<file path="src/rtl/accum_pkg.sv">
package accum_pkg;
  localparam int ACC_W = 32;

  function automatic logic [ACC_W-1:0] sat_add(input logic [ACC_W-1:0] a,
                                               input logic [ACC_W-1:0] b);
    logic [ACC_W:0] t;
    t = {a[ACC_W-1], a} + {b[ACC_W-1], b};
    if (t[ACC_W] != t[ACC_W-1])
      sat_add = t[ACC_W] ? {1'b1, {(ACC_W-1){1'b0}}} : {1'b0, {(ACC_W-1){1'b1}}};
    else
      sat_add = t[ACC_W-1:0];
  endfunction
endpackage

</file>
<file path="src/rtl/accum_ctrl.sv">
module accum_ctrl #(
  parameter int CW       = 8,
  parameter int PRE_UNIT = 2
) (
  input  logic          clk,
  input  logic          rst_n,
  input  logic          smp_valid,
  input  logic [1:0]    pre_sel,
  input  logic [CW-1:0] sum_cyc,
  input  logic          irq_clr,
  output logic          pre_last,
  output logic          int_last,
  output logic          irq
);
  localparam int PIW = $clog2(PRE_UNIT * 8 + 1);

  logic [PIW-1:0] pre_idx_q, pre_idx_d;
  logic [CW-1:0]  cyc_idx_q, cyc_idx_d;
  logic [1:0]     act_sel_q, act_sel_d;
  logic [CW-1:0]  act_cyc_q, act_cyc_d;
  logic           irq_q, irq_d;
  logic           at_start;
  logic [1:0]     eff_sel;
  logic [CW-1:0]  eff_cyc;
  logic [PIW-1:0] pre_len;

  always_comb begin
    at_start = (pre_idx_q == '0) && (cyc_idx_q == '0);
    eff_sel  = at_start ? pre_sel : act_sel_q;
    if (at_start)
      eff_cyc = (sum_cyc == '0) ? CW'(1) : sum_cyc;
    else
      eff_cyc = act_cyc_q;
    pre_len  = PIW'(PRE_UNIT) << eff_sel;
    pre_last = (pre_idx_q == pre_len - PIW'(1));
    int_last = pre_last && (cyc_idx_q == eff_cyc - CW'(1));
  end

  always_comb begin
    pre_idx_d = pre_idx_q;
    cyc_idx_d = cyc_idx_q;
    act_sel_d = act_sel_q;
    act_cyc_d = act_cyc_q;
    if (smp_valid) begin
      if (at_start) begin
        act_sel_d = eff_sel;
        act_cyc_d = eff_cyc;
      end
      if (pre_last) begin
        pre_idx_d = '0;
        cyc_idx_d = int_last ? '0 : cyc_idx_q + CW'(1);
      end else begin
        pre_idx_d = pre_idx_q + PIW'(1);
      end
    end
    if (smp_valid && int_last)
      irq_d = 1'b1;
    else if (irq_clr)
      irq_d = 1'b0;
    else
      irq_d = irq_q;
  end

  always_ff @(posedge clk or negedge rst_n) begin
    if (!rst_n) begin
      pre_idx_q <= '0;
      cyc_idx_q <= '0;
      act_sel_q <= '0;
      act_cyc_q <= CW'(1);
      irq_q     <= 1'b0;
    end else begin
      pre_idx_q <= pre_idx_d;
      cyc_idx_q <= cyc_idx_d;
      act_sel_q <= act_sel_d;
      act_cyc_q <= act_cyc_d;
      irq_q     <= irq_d;
    end
  end

  assign irq = irq_q;

  AST_IRQ_ON_END: assert property (@(posedge clk) disable iff (!rst_n)
    (smp_valid && int_last) |=> irq_q);
  AST_IRQ_KEEP: assert property (@(posedge clk) disable iff (!rst_n)
    (irq_q && !irq_clr) |=> irq_q);
  AST_CFG_FROZEN: assert property (@(posedge clk) disable iff (!rst_n)
    !at_start |=> ($stable(act_sel_q) && $stable(act_cyc_q)));
  AST_PRE_RANGE: assert property (@(posedge clk) disable iff (!rst_n)
    !at_start |-> (pre_idx_q < pre_len));
endmodule

</file>
<file path="src/rtl/accum_lane.sv">
module accum_lane
  import accum_pkg::*;
#(
  parameter int SW = 24
) (
  input  logic             clk,
  input  logic             rst_n,
  input  logic             en,
  input  logic             pre_last,
  input  logic             int_last,
  input  logic [SW-1:0]    smp,
  output logic [ACC_W-1:0] hold_o
);
  logic signed [SW-1:0]    s_raw;
  logic [ACC_W-1:0]        s_ext;
  logic [ACC_W-1:0]        pre_q, pre_d, fin_q, fin_d, hold_q, hold_d;
  logic [ACC_W-1:0]        pre_new, fin_new;

  assign s_raw = smp;
  assign s_ext = ACC_W'(s_raw);

  always_comb begin
    pre_new = sat_add(pre_q, s_ext);
    fin_new = sat_add(fin_q, pre_new);
    pre_d   = pre_q;
    fin_d   = fin_q;
    hold_d  = hold_q;
    if (en) begin
      if (pre_last) begin
        pre_d = '0;
        if (int_last) begin
          fin_d  = '0;
          hold_d = fin_new;
        end else begin
          fin_d = fin_new;
        end
      end else begin
        pre_d = pre_new;
      end
    end
  end

  always_ff @(posedge clk or negedge rst_n) begin
    if (!rst_n) begin
      pre_q  <= '0;
      fin_q  <= '0;
      hold_q <= '0;
    end else begin
      pre_q  <= pre_d;
      fin_q  <= fin_d;
      hold_q <= hold_d;
    end
  end

  assign hold_o = hold_q;

  AST_HOLD_STABLE: assert property (@(posedge clk) disable iff (!rst_n)
    !(en && pre_last && int_last) |=> $stable(hold_q));
  AST_NO_OVERFLOW: assert property (@(posedge clk) disable iff (!rst_n)
    (en && !pre_last && !pre_q[ACC_W-1] && !s_ext[ACC_W-1]) |=> !pre_q[ACC_W-1]);
  AST_NO_UNDERFLOW: assert property (@(posedge clk) disable iff (!rst_n)
    (en && !pre_last && pre_q[ACC_W-1] && s_ext[ACC_W-1]) |=> pre_q[ACC_W-1]);
  AST_IDLE_KEEP: assert property (@(posedge clk) disable iff (!rst_n)
    !en |=> ($stable(pre_q) && $stable(fin_q)));
endmodule

</file>
<file path="src/rtl/dual_stage_accum.sv">
module dual_stage_accum
  import accum_pkg::*;
#(
  parameter int NCH      = 3,
  parameter int SW       = 24,
  parameter int CW       = 8,
  parameter int PRE_UNIT = 2
) (
  input  logic                 clk,
  input  logic                 rst_n,
  input  logic                 smp_valid,
  input  logic [NCH*SW-1:0]    smp_data,
  input  logic [1:0]           pre_sel,
  input  logic [CW-1:0]        sum_cyc,
  input  logic                 irq_clr,
  output logic [NCH*ACC_W-1:0] sum_out,
  output logic                 irq
);
  logic pre_last, int_last;

  accum_ctrl #(.CW(CW), .PRE_UNIT(PRE_UNIT)) u_ctrl (
    .clk       (clk),
    .rst_n     (rst_n),
    .smp_valid (smp_valid),
    .pre_sel   (pre_sel),
    .sum_cyc   (sum_cyc),
    .irq_clr   (irq_clr),
    .pre_last  (pre_last),
    .int_last  (int_last),
    .irq       (irq)
  );

  for (genvar k = 0; k < NCH; k++) begin : g_lane
    accum_lane #(.SW(SW)) u_lane (
      .clk      (clk),
      .rst_n    (rst_n),
      .en       (smp_valid),
      .pre_last (pre_last),
      .int_last (int_last),
      .smp      (smp_data[k*SW +: SW]),
      .hold_o   (sum_out[k*ACC_W +: ACC_W])
    );
  end

  AST_SUM_WITH_IRQ: assert property (@(posedge clk) disable iff (!rst_n)
    (!irq && !$stable(sum_out)) |-> 1'b0);
endmodule

</file>
<file path="config.mk">
export PLATFORM = sky130hd
export DESIGN_NAME = dual_stage_accum
export DESIGN_NICKNAME = d
export VERILOG_FILES = /design/src/rtl/accum_pkg.sv /design/src/rtl/accum_ctrl.sv /design/src/rtl/accum_lane.sv /design/src/rtl/dual_stage_accum.sv
export SDC_FILE = /design/constraint.sdc
export NUM_CORES = 1
export LEC_CHECK = 0
export ABC_AREA = 1
export BUFFER_PORTS_ARGS = -buffer_cell sky130_fd_sc_hd__buf_2
export CORE_MARGIN = 5
export CORE_UTILIZATION = 57
export CTS_CLUSTER_SIZE = 20
export DETAILED_ROUTE_END_ITERATION = 12
export PLACE_DENSITY = 0.79
export SLEW_MARGIN = 15
export SYNTH_ARGS = -nofsm -noshare
export SYNTH_HDL_FRONTEND = slang
export SYNTH_HIERARCHICAL = 1
export SYNTH_SLANG_ARGS = --single-unit
</file>
<file path="constraint.sdc">
create_clock -name clk -period 4.6 [get_ports clk]
set_clock_uncertainty 0.2 [all_clocks]
set_input_delay 0 -clock clk [delete_from_list [all_inputs] [get_ports clk]]
set_output_delay 0 -clock clk [all_outputs]
set_load 0.02 [all_outputs]
</file>
==> results by group <==
Clock network
  – Clock slew seen by the registers of the worst setup and hold paths: 0.06 ns
  – Clock Tree Root: sky130_fd_sc_hd__clkbuf_16
  – Clk buf depth: 3
  – Inserted Clock Buffers: 40
  – Number of levels the H-tree was split into: 2
  – Worst skew pair latency: 0.58 ns
  – CTS tree: yes
  – Num Clock Sinks: 312

Cells and area
  – Synth-to-Final Area Change: 21.2%
  – Post-layout net count: 5,042
  – Final Cell Area: 0.0344 mm2
  – Share of final-layout standard cells stronger than drive strength 1: 17.0%
  – Count of antenna diodes in the layout: 0
  – Final standard cell count with taps included and fillers excluded: 5,442

Synth
  – Cell types occupying the most area after synthesis: sky130_fd_sc_hd__nand2_1 28%, sky130_fd_sc_hd__dfrtp_1 27%, sky130_fd_sc_hd__ha_1 8.7%, sky130_fd_sc_hd__inv_1 5.6%, sky130_fd_sc_hd__nor2_1 4.1%
  – Mean instance size in the synthesized netlist: 6.45 um2
  – Share of flip-flops with an asynchronous set or reset after synthesis: 100%
  – Register bit total from synthesis: 312
  – Yosys warning count: 6
  – Post-Synthesis Cells: 4,403
  – Top cell type by total area after synthesis: sky130_fd_sc_hd__nand2_1
  – Share of the synthesized netlist area taken by xor and xnor gates: 3.82%
  – EDFF count, synth: 0
  – Total nets after synthesis: 4,692
  – Compound-gate portion of the synthesized area: 11.3%
  – Dominant combinational cell family by area after synthesis: simple AND/OR/NAND/NOR gates
  – Top-count cell post-synth: sky130_fd_sc_hd__nand2_1
  – Share of synthesized cell area in full adder, half adder and majority cells: 9.10%
  – Synth Flop Type: sky130_fd_sc_hd__dfrtp_1
  – Post-synthesis mux area share: 0%
  – Post-synthesis simple-gate area fraction: 39.8%
  – Cell variety after synth: 43
  – Netlist Area Pre-Place: 0.0284 mm2
  – Area fraction of the dominant cell type after synthesis: 27.7%
  – Post-synth top cells: 2,097 x sky130_fd_sc_hd__nand2_1, 425 x sky130_fd_sc_hd__inv_1, 311 x sky130_fd_sc_hd__dfrtp_1
  – Post-synthesis sequential area ratio: 27.5%

Placed design
  – Post-DP HPWL: 66.1 mm
  – Placed Instance Area: 0.0303 mm2
  – IO Port Bufs: 182
  – Worst-case setup slack after placement: -0.0750 ns
  – Final weighted congestion of routability-driven global placement: 0.977
  – Placed cells: 5,243

Floorplan
  – Height of the chip: 233 um
  – Floorplan row count: 81
  – Placeable core region: 0.0492 mm2
  – Width of the chip: 233 um
  – Initial cell density of the core: 57.8%
  – Area of the die: 0.0544 mm2
  – I/O pins: 183

Setup path
  – Setup slack, reg-to-reg: 0.1 ns
  – Most common cell type on the critical path: sky130_fd_sc_hd__nand2_1
  – Classification of the worst setup path: register to register
  – Peak fanout along the critical path: 12
  – Stage delay of the slowest cell on the critical path: 0.42 ns
  – Kind of start point of the critical path: register
  – CP max-delay cell: sky130_fd_sc_hd__dfrtp_1
  – Required time at the worst-slack endpoint: 4.91 ns
  – Worst reg2reg path startpoint: g_lane[1].u_lane/pre_q[4]
  – WP data arrival: 4.81 ns
  – Worst Setup SP: g_lane[1].u_lane/pre_q[4]
  – Element type at the critical path end: register

Route
  – Via density per instance: 5.38
  – Remaining DRCs: 0
  – Number of antenna-violating nets in the routed design: 0
  – Final routed wirelength across all metal layers: 90.2 mm
  – Average wire per standard cell: 16.6 um
  – Vias: 29,276
  – Router iterations before antenna repair: 6
  – Detailed Route Iter0 Violations: 2,526

Global route
  – Maximum number of pins on one net before global-route repair: 95
  – Total grt overflow: 0
  – Vias in the first global route: 27,080
  – Overall global routing resource usage: 30.9%
  – Number of antenna violations at the first check in global routing: 0
  – Global-route wire length before repair: 137 mm

Worst hold path
  – Hold path startpoint: smp_data[28]
  – Min-delay worst type: input port to register

Timing
  – Final total negative setup slack: 0 ns
  – Final critical-path share of the clock period: 97.9%
  – Pins Over Slew Limit: 0
  – Relative max-transition margin: 47.8%
  – Final number of setup-violating endpoints: 0
  – Number of hold-slack violations in the final timing report: 0
  – Max Clock Freq: 222 MHz
  – Pin slew with the least headroom to its limit: 0.783 ns
  – Final worst slack: 0.0979 ns
  – Final Critical Period: 4.50 ns

Run status
  – Run status: complete, no violations

Run
  – Total of max-cap violations: 0
==> flip-flops by register name, summed over array words and instances, names as in the netlist <==
| name | count |
|---|---|
| u_ctrl/pre_idx_q | 5 |
| u_ctrl/irq | 1 |
| g_lane.u_lane/hold_o | 96 |
| u_ctrl/act_sel_q | 2 |
| u_ctrl/cyc_idx_q | 8 |
| u_ctrl/act_cyc_q | 8 |
| g_lane.u_lane/fin_q | 96 |
| g_lane.u_lane/pre_q | 96 |
==> final timing paths <==
check                                              to  cells after the start
min in group asynchronous         u_ctrl/act_cyc_q[5]                      4
min reg2reg                g_lane[2].u_lane/hold_o[6]                      2
max reg2reg                g_lane[1].u_lane/fin_q[17]                     31
min                         g_lane[1].u_lane/pre_q[4]                      6
max                        g_lane[1].u_lane/fin_q[17]                     31
max in group asynchronous  g_lane[1].u_lane/pre_q[19]                      4
==> logic make-up (layout without fill, tap and decap cells) <==
group	Yosys count	after routing
and+or+nand+nor	2763	2764
AOI/OAI and AO/OA	454	454
buffers and inverters	547	921
DFF	312	312
adders and majority gates	203	203
xor gates and xnor gates	124	124
==> placed cells by master (no fill, tap or decap), types with 23 or more instances in the layout <==
cell type                       instances
sky130_fd_sc_hd__a21oi_2               48
sky130_fd_sc_hd__ha_1                 143
sky130_fd_sc_hd__buf_4                 92
sky130_fd_sc_hd__o21ai_0               76
sky130_fd_sc_hd__xor2_1                65
sky130_fd_sc_hd__nand2_2              104
sky130_fd_sc_hd__clkbuf_16             55
sky130_fd_sc_hd__a21oi_1              175
sky130_fd_sc_hd__ha_4                  40
sky130_fd_sc_hd__buf_2                181
sky130_fd_sc_hd__dfrtp_1              311
sky130_fd_sc_hd__buf_12                27
sky130_fd_sc_hd__xnor2_1               59
sky130_fd_sc_hd__o21bai_1              40
sky130_fd_sc_hd__nor3_1                23
sky130_fd_sc_hd__a21oi_4               64
sky130_fd_sc_hd__nand3b_1              44
sky130_fd_sc_hd__nand3_1              154
sky130_fd_sc_hd__inv_1                425
sky130_fd_sc_hd__nand2_1             2035
sky130_fd_sc_hd__inv_2                 23
sky130_fd_sc_hd__nor2_2                43
sky130_fd_sc_hd__nor2_1               279
sky130_fd_sc_hd__dlygate4sd3_1         80
==> metrics by stage <==
step                util (%)  hold slack, ns
global placement        61.7          -0.136
floorplan                  -          -0.496
global route            70.0          0.0380
detailed placement      61.7          -0.130
finish                  70.0          0.0519
CTS                     66.3         0.00717
==> metal layers <==
layer	up-vias	GRT usage, %	part of all wire, %
met2	1122	50.5	46
met1	13447	42.8	43
met3	202	4.56	7.2
met4	0	8.95	3.5
met5	-	0	0
li1	14505	-	-
==> worst max-delay path: cells and delay by family, from the launching register on <==
family	cells	cell delay, ns
simple gates	24	2.28
compound gates	2	0.39
buf+inv	3	0.40
flops	1	0.42
fa+ha+maj	2	0.71
==> layout make-up <==
| cell class | instances | area (um2) |
|---|---|---|
| clock inverters | 15 | 218 |
| fillers | 4195 | 14700 |
| inverters | 450 | 1690 |
| repair buffers | 404 | 3440 |
| multi-input cells | 3545 | 19300 |
| well taps | 664 | 831 |
| clock buffers | 52 | 1090 |
| flip-flops and latches | 312 | 7810 |
==> what timing repair did <==
item                       4_1_cts  5_1_grt
buffers inserted                 5       27
hold buffers                    81        0
resized for setup               12      259
hold endpoints to repair       396        0
cloned                           0       19
pin swaps                        0       50
setup endpoints to repair       90      186
Power is left out: the tool's default activity adds up to more than one toggle a clock period on the data nets, which glitch-free logic cannot reach.
